==> src/rtl/dpt_pkg.sv <==
package dpt_pkg;
  typedef enum logic [1:0] {
    CMD_ACT = 2'b00,
    CMD_RD  = 2'b01,
    CMD_WR  = 2'b10,
    CMD_PRE = 2'b11
  } dpt_cmd_e;
endpackage

==> src/rtl/dpt_decode.sv <==
module dpt_decode import dpt_pkg::*; #(
  parameter int NB     = 4,
  parameter int BANK_W = 2,
  parameter int CNT_W  = 5,
  parameter int WIN_W  = 7
) (
  input  logic              cmd_valid_i,
  input  logic [1:0]        cmd_i,
  input  logic [BANK_W-1:0] bank_i,
  input  logic              a10_i,
  input  logic              cfg_bl8_i,
  input  logic [CNT_W-1:0]  cfg_al_i,
  input  logic [CNT_W-1:0]  cfg_wl_i,
  input  logic [CNT_W-1:0]  cfg_rtp_i,
  input  logic [CNT_W-1:0]  cfg_wr_i,
  output logic [NB-1:0]     act_hit_o,
  output logic [NB-1:0]     rw_hit_o,
  output logic [NB-1:0]     pre_hit_o,
  output logic              ap_o,
  output logic [WIN_W-1:0]  rw_win_o
);
  dpt_cmd_e   cmd;
  logic [WIN_W-1:0] half_bl, rtp_eff, rd_win, wr_win;

  assign cmd     = dpt_cmd_e'(cmd_i);
  assign half_bl = cfg_bl8_i ? WIN_W'(4) : WIN_W'(2);
  // tRTP is clamped to a minimum of two cycles
  assign rtp_eff = (cfg_rtp_i < CNT_W'(2)) ? WIN_W'(2) : WIN_W'(cfg_rtp_i);
  assign rd_win  = WIN_W'(cfg_al_i) + half_bl + rtp_eff - WIN_W'(2);
  assign wr_win  = WIN_W'(cfg_wl_i) + half_bl + WIN_W'(cfg_wr_i);
  assign rw_win_o = (cmd == CMD_WR) ? wr_win : rd_win;
  assign ap_o     = a10_i;

  for (genvar g = 0; g < NB; g++) begin : g_hit
    logic sel;
    assign sel          = (bank_i == BANK_W'(g));
    assign act_hit_o[g] = cmd_valid_i && (cmd == CMD_ACT) && sel;
    assign rw_hit_o[g]  = cmd_valid_i && ((cmd == CMD_RD) || (cmd == CMD_WR)) && sel;
    assign pre_hit_o[g] = cmd_valid_i && (cmd == CMD_PRE) && (a10_i || sel);
  end
endmodule

==> src/rtl/dpt_bank.sv <==
module dpt_bank #(
  parameter int CNT_W = 5,
  parameter int WIN_W = 7
) (
  input  logic             clk_i,
  input  logic             rst_ni,
  input  logic             act_i,
  input  logic             rw_i,
  input  logic             ap_i,
  input  logic             pre_i,
  input  logic [WIN_W-1:0] rw_win_i,
  input  logic [CNT_W-1:0] ras_i,
  input  logic [CNT_W-1:0] rp_i,
  output logic             open_o,
  output logic             pre_ok_o,
  output logic             act_ok_o
);
  logic [WIN_W-1:0] pre_cnt_q, act_cnt_q, pre_dec, act_dec, rw_load;
  logic             open_q, ap_q, auto_fire;

  // A window of N cycles loads N-1: the counter reads zero N edges on
  function automatic logic [WIN_W-1:0] m1(input logic [WIN_W-1:0] v);
    return (v == '0) ? '0 : v - WIN_W'(1);
  endfunction

  assign pre_dec   = m1(pre_cnt_q);
  assign act_dec   = m1(act_cnt_q);
  assign rw_load   = m1(rw_win_i);
  assign auto_fire = ap_q && open_q && (pre_cnt_q == '0) && !(act_i || rw_i || pre_i);

  always_ff @(posedge clk_i or negedge rst_ni) begin
    if (!rst_ni) begin
      pre_cnt_q <= '0;
      act_cnt_q <= '0;
      open_q    <= 1'b0;
      ap_q      <= 1'b0;
    end else begin
      pre_cnt_q <= pre_dec;
      act_cnt_q <= act_dec;
      if (act_i) begin
        open_q    <= 1'b1;
        ap_q      <= 1'b0;
        pre_cnt_q <= m1(WIN_W'(ras_i));
      end else if (rw_i) begin
        pre_cnt_q <= (pre_dec > rw_load) ? pre_dec : rw_load;
        if (ap_i) ap_q <= 1'b1;
      end else if (pre_i) begin
        ap_q <= 1'b0;
        if (open_q) begin
          open_q    <= 1'b0;
          act_cnt_q <= m1(WIN_W'(rp_i));
        end
      end else if (auto_fire) begin
        open_q    <= 1'b0;
        ap_q      <= 1'b0;
        act_cnt_q <= m1(WIN_W'(rp_i));
      end
    end
  end

  assign open_o   = open_q;
  assign pre_ok_o = !open_q || (pre_cnt_q == '0);
  assign act_ok_o = !open_q && (act_cnt_q == '0);
endmodule

==> src/rtl/dpt_viol.sv <==
module dpt_viol #(
  parameter int NB     = 4,
  parameter int BANK_W = 2
) (
  input  logic              clk_i,
  input  logic              rst_ni,
  input  logic [NB-1:0]     act_hit_i,
  input  logic [NB-1:0]     pre_hit_i,
  input  logic [NB-1:0]     act_ok_i,
  input  logic [NB-1:0]     pre_ok_i,
  output logic              viol_o,
  output logic [BANK_W-1:0] viol_bank_o
);
  logic [NB-1:0]     bad;
  logic [BANK_W-1:0] first;

  assign bad = (act_hit_i & ~act_ok_i) | (pre_hit_i & ~pre_ok_i);

  always_comb begin
    first = '0;
    for (int i = NB - 1; i >= 0; i--) begin
      if (bad[i]) first = BANK_W'(i);
    end
  end

  always_ff @(posedge clk_i or negedge rst_ni) begin
    if (!rst_ni) begin
      viol_o      <= 1'b0;
      viol_bank_o <= '0;
    end else begin
      viol_o <= |bad;
      if (|bad) viol_bank_o <= first;
    end
  end
endmodule

==> src/rtl/dram_pre_tracker.sv <==
module dram_pre_tracker #(
  parameter int BANK_W = 2,
  parameter int CNT_W  = 5,
  localparam int NB    = 1 << BANK_W,
  localparam int WIN_W = CNT_W + 2
) (
  input  logic              clk_i,
  input  logic              rst_ni,
  input  logic              cmd_valid_i,
  input  logic [1:0]        cmd_i,
  input  logic [BANK_W-1:0] bank_i,
  input  logic              a10_i,
  input  logic              cfg_bl8_i,
  input  logic [CNT_W-1:0]  cfg_al_i,
  input  logic [CNT_W-1:0]  cfg_wl_i,
  input  logic [CNT_W-1:0]  cfg_rtp_i,
  input  logic [CNT_W-1:0]  cfg_wr_i,
  input  logic [CNT_W-1:0]  cfg_ras_i,
  input  logic [CNT_W-1:0]  cfg_rp_i,
  output logic [NB-1:0]     open_o,
  output logic [NB-1:0]     pre_ok_o,
  output logic [NB-1:0]     act_ok_o,
  output logic              viol_o,
  output logic [BANK_W-1:0] viol_bank_o
);
  logic [NB-1:0]    act_hit, rw_hit, pre_hit;
  logic             ap;
  logic [WIN_W-1:0] rw_win;

  dpt_decode #(.NB(NB), .BANK_W(BANK_W), .CNT_W(CNT_W), .WIN_W(WIN_W)) u_dec (
    .cmd_valid_i(cmd_valid_i), .cmd_i(cmd_i), .bank_i(bank_i), .a10_i(a10_i),
    .cfg_bl8_i(cfg_bl8_i), .cfg_al_i(cfg_al_i), .cfg_wl_i(cfg_wl_i),
    .cfg_rtp_i(cfg_rtp_i), .cfg_wr_i(cfg_wr_i),
    .act_hit_o(act_hit), .rw_hit_o(rw_hit), .pre_hit_o(pre_hit),
    .ap_o(ap), .rw_win_o(rw_win)
  );

  for (genvar g = 0; g < NB; g++) begin : g_bank
    dpt_bank #(.CNT_W(CNT_W), .WIN_W(WIN_W)) u_bank (
      .clk_i(clk_i), .rst_ni(rst_ni),
      .act_i(act_hit[g]), .rw_i(rw_hit[g]), .ap_i(ap), .pre_i(pre_hit[g]),
      .rw_win_i(rw_win), .ras_i(cfg_ras_i), .rp_i(cfg_rp_i),
      .open_o(open_o[g]), .pre_ok_o(pre_ok_o[g]), .act_ok_o(act_ok_o[g])
    );
  end

  dpt_viol #(.NB(NB), .BANK_W(BANK_W)) u_viol (
    .clk_i(clk_i), .rst_ni(rst_ni),
    .act_hit_i(act_hit), .pre_hit_i(pre_hit),
    .act_ok_i(act_ok_o), .pre_ok_i(pre_ok_o),
    .viol_o(viol_o), .viol_bank_o(viol_bank_o)
  );
endmodule

==> config.mk <==
export PLATFORM = sky130hd
export DESIGN_NAME = dram_pre_tracker
export DESIGN_NICKNAME = d
export VERILOG_FILES = /design/src/rtl/dpt_pkg.sv /design/src/rtl/dpt_decode.sv /design/src/rtl/dpt_bank.sv /design/src/rtl/dpt_viol.sv /design/src/rtl/dram_pre_tracker.sv
export SDC_FILE = /design/constraint.sdc
export NUM_CORES = 1
export LEC_CHECK = 0
export ABC_CLOCK_PERIOD_IN_PS = 3100
export BUFFER_PORTS_ARGS = -buffer_cell sky130_fd_sc_hd__buf_2
export CORE_AREA = 2 2 124 126
export DETAILED_ROUTE_END_ITERATION = 12
export DIE_AREA = 0 0 126 128
export PLACE_DENSITY = 0.6
export SKIP_LAST_GASP = 1
export SYNTH_ARGS = -nofsm -noshare
export SYNTH_HDL_FRONTEND = slang
export SYNTH_HIERARCHICAL = 1
export SYNTH_SLANG_ARGS = --single-unit
==> constraint.sdc <==
create_clock -name clk_i -period 3.1 [get_ports clk_i]
set_clock_uncertainty 0.1 [all_clocks]
set_input_delay 0.62 -clock clk_i [delete_from_list [all_inputs] [get_ports clk_i]]
set_output_delay 0.62 -clock clk_i [all_outputs]
set_load 0.05 [all_outputs]
Word-level counts from Yosys, hierarchy flattened
Index checks and enable logic that the tools add are counted.

Register bits after elaboration: 67. Input bits: 39. Output and inout bits: 15. Logic and storage cells: 219.

Add/sub/neg operators: 16. Order comparisons: 5. Eq/ne operators: 14. Muxes and demuxes: 75. Bitwise gates (word level): 5. Reduce and logical (&&, ||, !) cells: 86.

Operators with widths (number): $mux W7 (44); $logic_not A7 Y1 (9); $sub A7 B1 Y7 const B (9); $logic_and A1 B1 Y1 (31); $gt A7 B7 Y1 (4); $mux W1 (25); $logic_or A1 B1 Y1 (17); $reduce_and A2 Y1 (8); $reduce_bool A4 Y1 (4); $add A5 B7 Y7 (2); $ne A3 B2 Y1 const B (4); $reduce_bool A3 Y1 (4); $sub A5 B1 Y6 const B (2); $logic_not A5 Y1 (2); $and A4 B4 Y4 (2); $eq A2 B2 Y1 const B (4); $logic_not A1 Y1 (8); $mux W2 (4); $ne A2 B1 Y1 const B (4); $not A4 Y4 (2); $add A7 B5 Y7 (1); $add A7 B7 Y7 (1); $sub A7 B2 Y7 const B (1); $lt A5 B2 Y1 const B (1); other kinds (6) (8).

Longest topological paths before layout
Depth after elaboration: 12. Depth in mapped cells: 20. Mapped depth without buffers: 20.

Cells and area by module
Netlist, hierarchy kept.

By module, submodules not included: dpt_bank (times used 4, cells each 170, area each 1420.1 um2, sequential area each 400.4 um2); dpt_decode (times used 1, cells each 105, area each 794.5 um2, sequential area each 0.0 um2); dpt_viol (times used 1, cells each 21, area each 193.9 um2, sequential area each 75.1 um2).

Least setup slack after synthesis
Ideal clock, no wire load.

Path type: input to register. Start: input port cfg_rtp_i[3]. End: register g_bank[0].u_bank.pre_cnt_q[0]. Setup time: 0.138 ns. Arrival: 5.071 ns. Data required time: 2.862 ns. Path slack: -2.209 ns. Cell stages on the path: 16. Path buffers: 0. Cells stage by stage: o41a_1 > ha_1 > fa_1 > ha_1 > inv_1 > fa_1 > o21ai_0 > or3b_1 > nor4_4 > nand2b_1 > ha_1 > a21oi_1 > o2111ai_1 > o22ai_4 > mux2i_1 > o22ai_1.

Longest elaborated chain between the ends: 11. Elaborated cells on any way between the ends: 12. Those cells by class: 3 x add/sub; 2 x order compare; 6 x mux; 1 x reduce/logical.

Ends and longest elaborated chain: start, declared (RTL line dram_pre_tracker.sv:16) `input logic [CNT_W-1:0] cfg_rtp_i,`; $lt A5 B2 Y1 (RTL line dpt_decode.sv:28) `assign rtp_eff = (cfg_rtp_i < CNT_W'(2)) ? WIN_W'(2) : WIN_W'(cfg_rtp_i);`; $mux W5 * (RTL line dpt_decode.sv:28); $add A7 B7 Y7 * (RTL line dpt_decode.sv:29) `assign rd_win = WIN_W'(cfg_al_i) + half_bl + rtp_eff - WIN_W'(2);`; $sub A7 B2 Y7 * (RTL line dpt_decode.sv:29); $mux W7 * (RTL line dpt_decode.sv:31) `assign rw_win_o = (cmd == CMD_WR) ? wr_win : rd_win;`; via rw_win[3] (RTL line dram_pre_tracker.sv:28) `logic [WIN_W-1:0] rw_win;`; $sub A7 B1 Y7 or $logic_not A7 Y1 (tied branches) (RTL line dpt_bank.sv:23) `return (v == '0) ? '0 : v - WIN_W'(1);`; $mux W7 * (RTL line dpt_bank.sv:23); $gt A7 B7 Y1 (RTL line dpt_bank.sv:45) `pre_cnt_q <= (pre_dec > rw_load) ? pre_dec : rw_load;`; $mux W7 * (RTL line dpt_bank.sv:45); $mux W7 * (RTL line dpt_bank.sv:44) `end else if (rw_i) begin`; $mux W7 * (RTL line dpt_bank.sv:40) `if (act_i) begin`; end signal, assigned (RTL line dpt_bank.sv:38) `pre_cnt_q <= pre_dec;`; end signal, assigned (RTL line dpt_bank.sv:43) `pre_cnt_q <= m1(WIN_W'(ras_i));`; end signal, assigned (RTL line dpt_bank.sv:45); end, declared (RTL line dpt_bank.sv:18) `logic [WIN_W-1:0] pre_cnt_q, act_cnt_q, pre_dec, act_dec, rw_load;`.

The timed path passes the listed nets; every way through them passes the cells marked *. A chain may end at the register's enable or synchronous reset.

Final worst setup path
Start: input port cfg_bl8_i. End: register g_bank[3].u_bank.pre_cnt_q[3].

Longest elaborated chain between the ends: 11. Elaborated cells on any way between the ends: 14. Those cells by class: 6 x add/sub; 1 x order compare; 6 x mux; 1 x reduce/logical.

Ends and longest elaborated chain: start, declared (RTL line dram_pre_tracker.sv:13) `input logic cfg_bl8_i,`; $mux W3 * (RTL line dpt_decode.sv:26) `assign half_bl = cfg_bl8_i ? WIN_W'(4) : WIN_W'(2);`; $add A5 B7 Y7 (RTL line dpt_decode.sv:29); $add A7 B7 Y7 (RTL line dpt_decode.sv:29); $sub A7 B2 Y7 (RTL line dpt_decode.sv:29); $mux W7 * (RTL line dpt_decode.sv:31); $sub A7 B1 Y7 or $logic_not A7 Y1 (tied branches) (RTL line dpt_bank.sv:23); $mux W7 * (RTL line dpt_bank.sv:23); $gt A7 B7 Y1 (RTL line dpt_bank.sv:45); $mux W7 * (RTL line dpt_bank.sv:45); $mux W7 * (RTL line dpt_bank.sv:44); $mux W7 * (RTL line dpt_bank.sv:40); end signal, assigned (RTL line dpt_bank.sv:38); end signal, assigned (RTL line dpt_bank.sv:43); end signal, assigned (RTL line dpt_bank.sv:45); end, declared (RTL line dpt_bank.sv:18).

Every way passes the cells marked *; elsewhere a longest branch is shown, timed or not.

==> out/results.ini <==
[run_status]
outcome=complete, but fails checks
violations=setup timing

[yosys]
avgSynthCellArea_um2=8.27
yosysUniqueCellTypes=53
synth_nets=924
synthXorXnorAreaFrac_pct=6.83
synth-async-reset-ratio_pct=100
yosys.area.top_type=dfrtp_1
yosys-top-cells-count=inv_1 (99), nor2_1 (95), ha_1 (73), nand2_1 (69), dfrtp_1 (67)
synth_top_family_by_area=simple AND/OR/NAND/NOR gates
synth.area.top_cells=dfrtp_1 (25%), ha_1 (14%), inv_1 (5.6%)
ys_seq_area_share_pct=25.1
synth_cells=806
yosys_warnings=6
synthAdderAreaFrac_pct=15.5
synth_top_area_share_pct=25.1
synthesis.area_um2=6670
ys_seq_elements=67
synth_ff_type=dfrtp_1
synth_compound_area_share_pct=15.2
synth_simple_gate_area_share_pct=26.0
muxShareOfSynthArea_pct=4.84
synth_edf_count=0
synth.most_common_cell=inv_1

[detailed_routing]
drt_wl_total_mm=18.8
drc=0
drt-initial-drc-count=390
viasPerCell=5.50
drtPass1Iterations=5
wire_per_inst_um=16.2
dr.max_layer_used=met4
vias=6392
dr_wl_met3_um=765
wl_met1_mm=7.72
dr_wl_met2_mm=9.83
ant_nets=0

[timing]
setup_viol=28
fin_crit_sh_pct=145
fmax_ghz=0.222
rsz0062_at_grt=yes
timing.final.ws_setup_ns=-1.41
finalHoldViolations=0
max_slew_margin_pct=50.6
min_period_ns=4.51
slew_viol_final=0
worstMarginPinSlew_ns=0.738
fin_hold_ws_ns=0.250

[grt]
grt_pass1_wl_mm=30.8
antenna_found_initial=0
grt_pass1_vias=6633
grt_use_total_pct=23.4
grt-ovfl-total=0
grt_max_degree=38

[power_and_ir_drop]
p_int_uw=4640
p_per_area_nw_per_um2=906
p_switching_uw=3680
power_uw=8310
peakVddDrop_v=0.000278
combPwrFrac_pct=66.7
p_leak_uw=0.00396
pwr-share-clk_pct=12.8
p_sw_share_pct=44.2
pwr-share-seq_pct=20.5

[placed_design]
gp_congestion=0.865
placedCellCount=1113
hpwlAfterDp_mm=13.9
portBuffers=53

[setup_path]
cp-end-kind=flop
critPathLaunchType=input pin
r2r_start=g_bank[3].u_bank/pre_cnt_q[0]
worstSetupPathType=in2reg
r2r_cells=11
cp_max_fo=8
required_ns=3.20
r2r_slack_ns=0.14
arrival_ns=4.61
r2r-end=g_bank[3].u_bank/pre_cnt_q[3]

[clocking]
clock_sinks=67
cts_max_path_buffers=2
ctsHoldBuffers=0
path_clk_slew_ns=0.05
clockRootBuffer=clkbuf_16
cts_buffers=9
h-tree-depth=3
cts_tree=yes
clkLatencyLatePin_ns=0.33

[floorplanning]
die-width_um=126
rows=45
start_util_pct=44.9
die_h_um=128
dieArea_um2=16100
core_area_um2=14900
io_pins=54

[layout]
antenna_cells=0
fin_cells=1163
fillers=1251
area_growth_pct=37.6
fin_nets=1089
final_layout_size_suffix_gt1_share_pct=32.9

[worst_hold_path]
hold_path.class=in2async

[job]
maxCapViolCount=0

## kinds of logic (layout without fill, tap and decap cells)
logic type                 count (synthesis)  in the layout
DFF                                       67             67
buffers and inverters                    113            280
muxes                                     31             32
xor gates and xnor gates                  52             52
and+or+nand+nor                          318            318
adders and majority gates                 79             79
AOI/OAI and AO/OA                        146            147
## metal layers
metal / vias up / GRT usage [%]
li1: 3161 / -
met3: 32 / 2.46
met2: 148 / 44.2
met4: 0 / 8.92
met1: 3051 / 27.1
met5: - / 0
## area by class of cell
| cell class | count | area (um2) | area share [%] |
|---|---|---|---|
| Clock buffer | 14 | 284 | 3.09 |
| Inverter | 99 | 397 | 4.32 |
| Clock inverter | 1 | 30.0 | 0.327 |
| Timing Repair Buffer | 166 | 1240 | 13.5 |
| Tap cell | 188 | 235 | 2.56 |
| Sequential cell | 67 | 1680 | 18.3 |
| Multi-Input combinational cell | 628 | 5310 | 57.9 |
## power groups by stage
stage / registers (uW) / logic, uW / clock network, uW
final: 1710 / 5540 / 1060
after floorplan: 1710 / 3000 / 0
after CTS: 1700 / 4930 / 1080
after global routing: 1770 / 6070 / 1110
after detailed placement: 1710 / 4290 / 0
after global placement: 1680 / 4080 / 0
## worst max-delay path, cell delays in order
cell and delay, ns:
buf_12 0.11, inv_12 0.05, ha_4 0.18, fa_1 0.45, inv_2 0.08, ha_4 0.12, inv_2 0.04, fa_2 0.38
buf_4 0.16, xor2_4 0.20, buf_4 0.16, o22ai_4 0.08, buf_12 0.18, o31ai_1 0.41, ha_1 0.37, nand2_1 0.13
o2111ai_4 0.16, o22ai_4 0.34, mux2i_1 0.26, o22ai_1 0.11
## cell usage in the layout (no fill, tap or decap), drive strengths merged, types with 24 or more instances in the layout
master  Yosys  routed
buf         6     166
dfrtp      67      67
ha         73      73
a21oi      32      32
nand2b     27      27
o22ai      23      24
inv        99      99
nor2       95      95
o21ai      28      28
nand2      69      69
nor3       38      38
o31ai      28      28
xnor2      38      38
## through the flow
stage	instance area, um2	TNS [ns]	util, %	setup WS (ns)
3_5_place_dp	7980	-50.93	53.7	-1.91
3_3_place_gp	7980	-47.50	53.7	-1.79
2_1_floorplan	6910	-38.36	-	-1.46
6_report	9180	-36.55	61.7	-1.41
5_1_grt	9180	-40.90	61.7	-1.56
4_1_cts	8770	-36.28	59.0	-1.39
## flip-flops by register name, summed over array words and instances (netlist names)
name	count
g_bank.u_bank/pre_cnt_q	28
u_viol/viol_o	1
g_bank.u_bank/open_o	4
g_bank.u_bank/act_cnt_q	28
u_viol/viol_bank_o	2
g_bank.u_bank/ap_q	4
## what timing repair did
item / CTS / global route
gates resized for setup: 60 / 50
cloned: 2 / 0
endpoints found under the setup margin: 28 / 28
buffers inserted: 18 / 17
pin swaps: 48 / 36
## worst max path at each step
stage / startpoint / end / slack [ns] / cells after the start
floorplan: cfg_al_i[2] / g_bank[0].u_bank/pre_cnt_q[2] / -1.46 / 17
global placement: cfg_bl8_i / g_bank[3].u_bank/pre_cnt_q[3] / -1.79 / 18
detailed placement: cfg_bl8_i / g_bank[3].u_bank/pre_cnt_q[2] / -1.91 / 19
CTS: cfg_rtp_i[1] / g_bank[3].u_bank/pre_cnt_q[2] / -1.39 / 22
global route: cfg_rtp_i[4] / g_bank[3].u_bank/pre_cnt_q[3] / -1.56 / 19
finish: cfg_bl8_i / g_bank[3].u_bank/pre_cnt_q[3] / -1.41 / 20
Power figures use the tool's default switching activity.
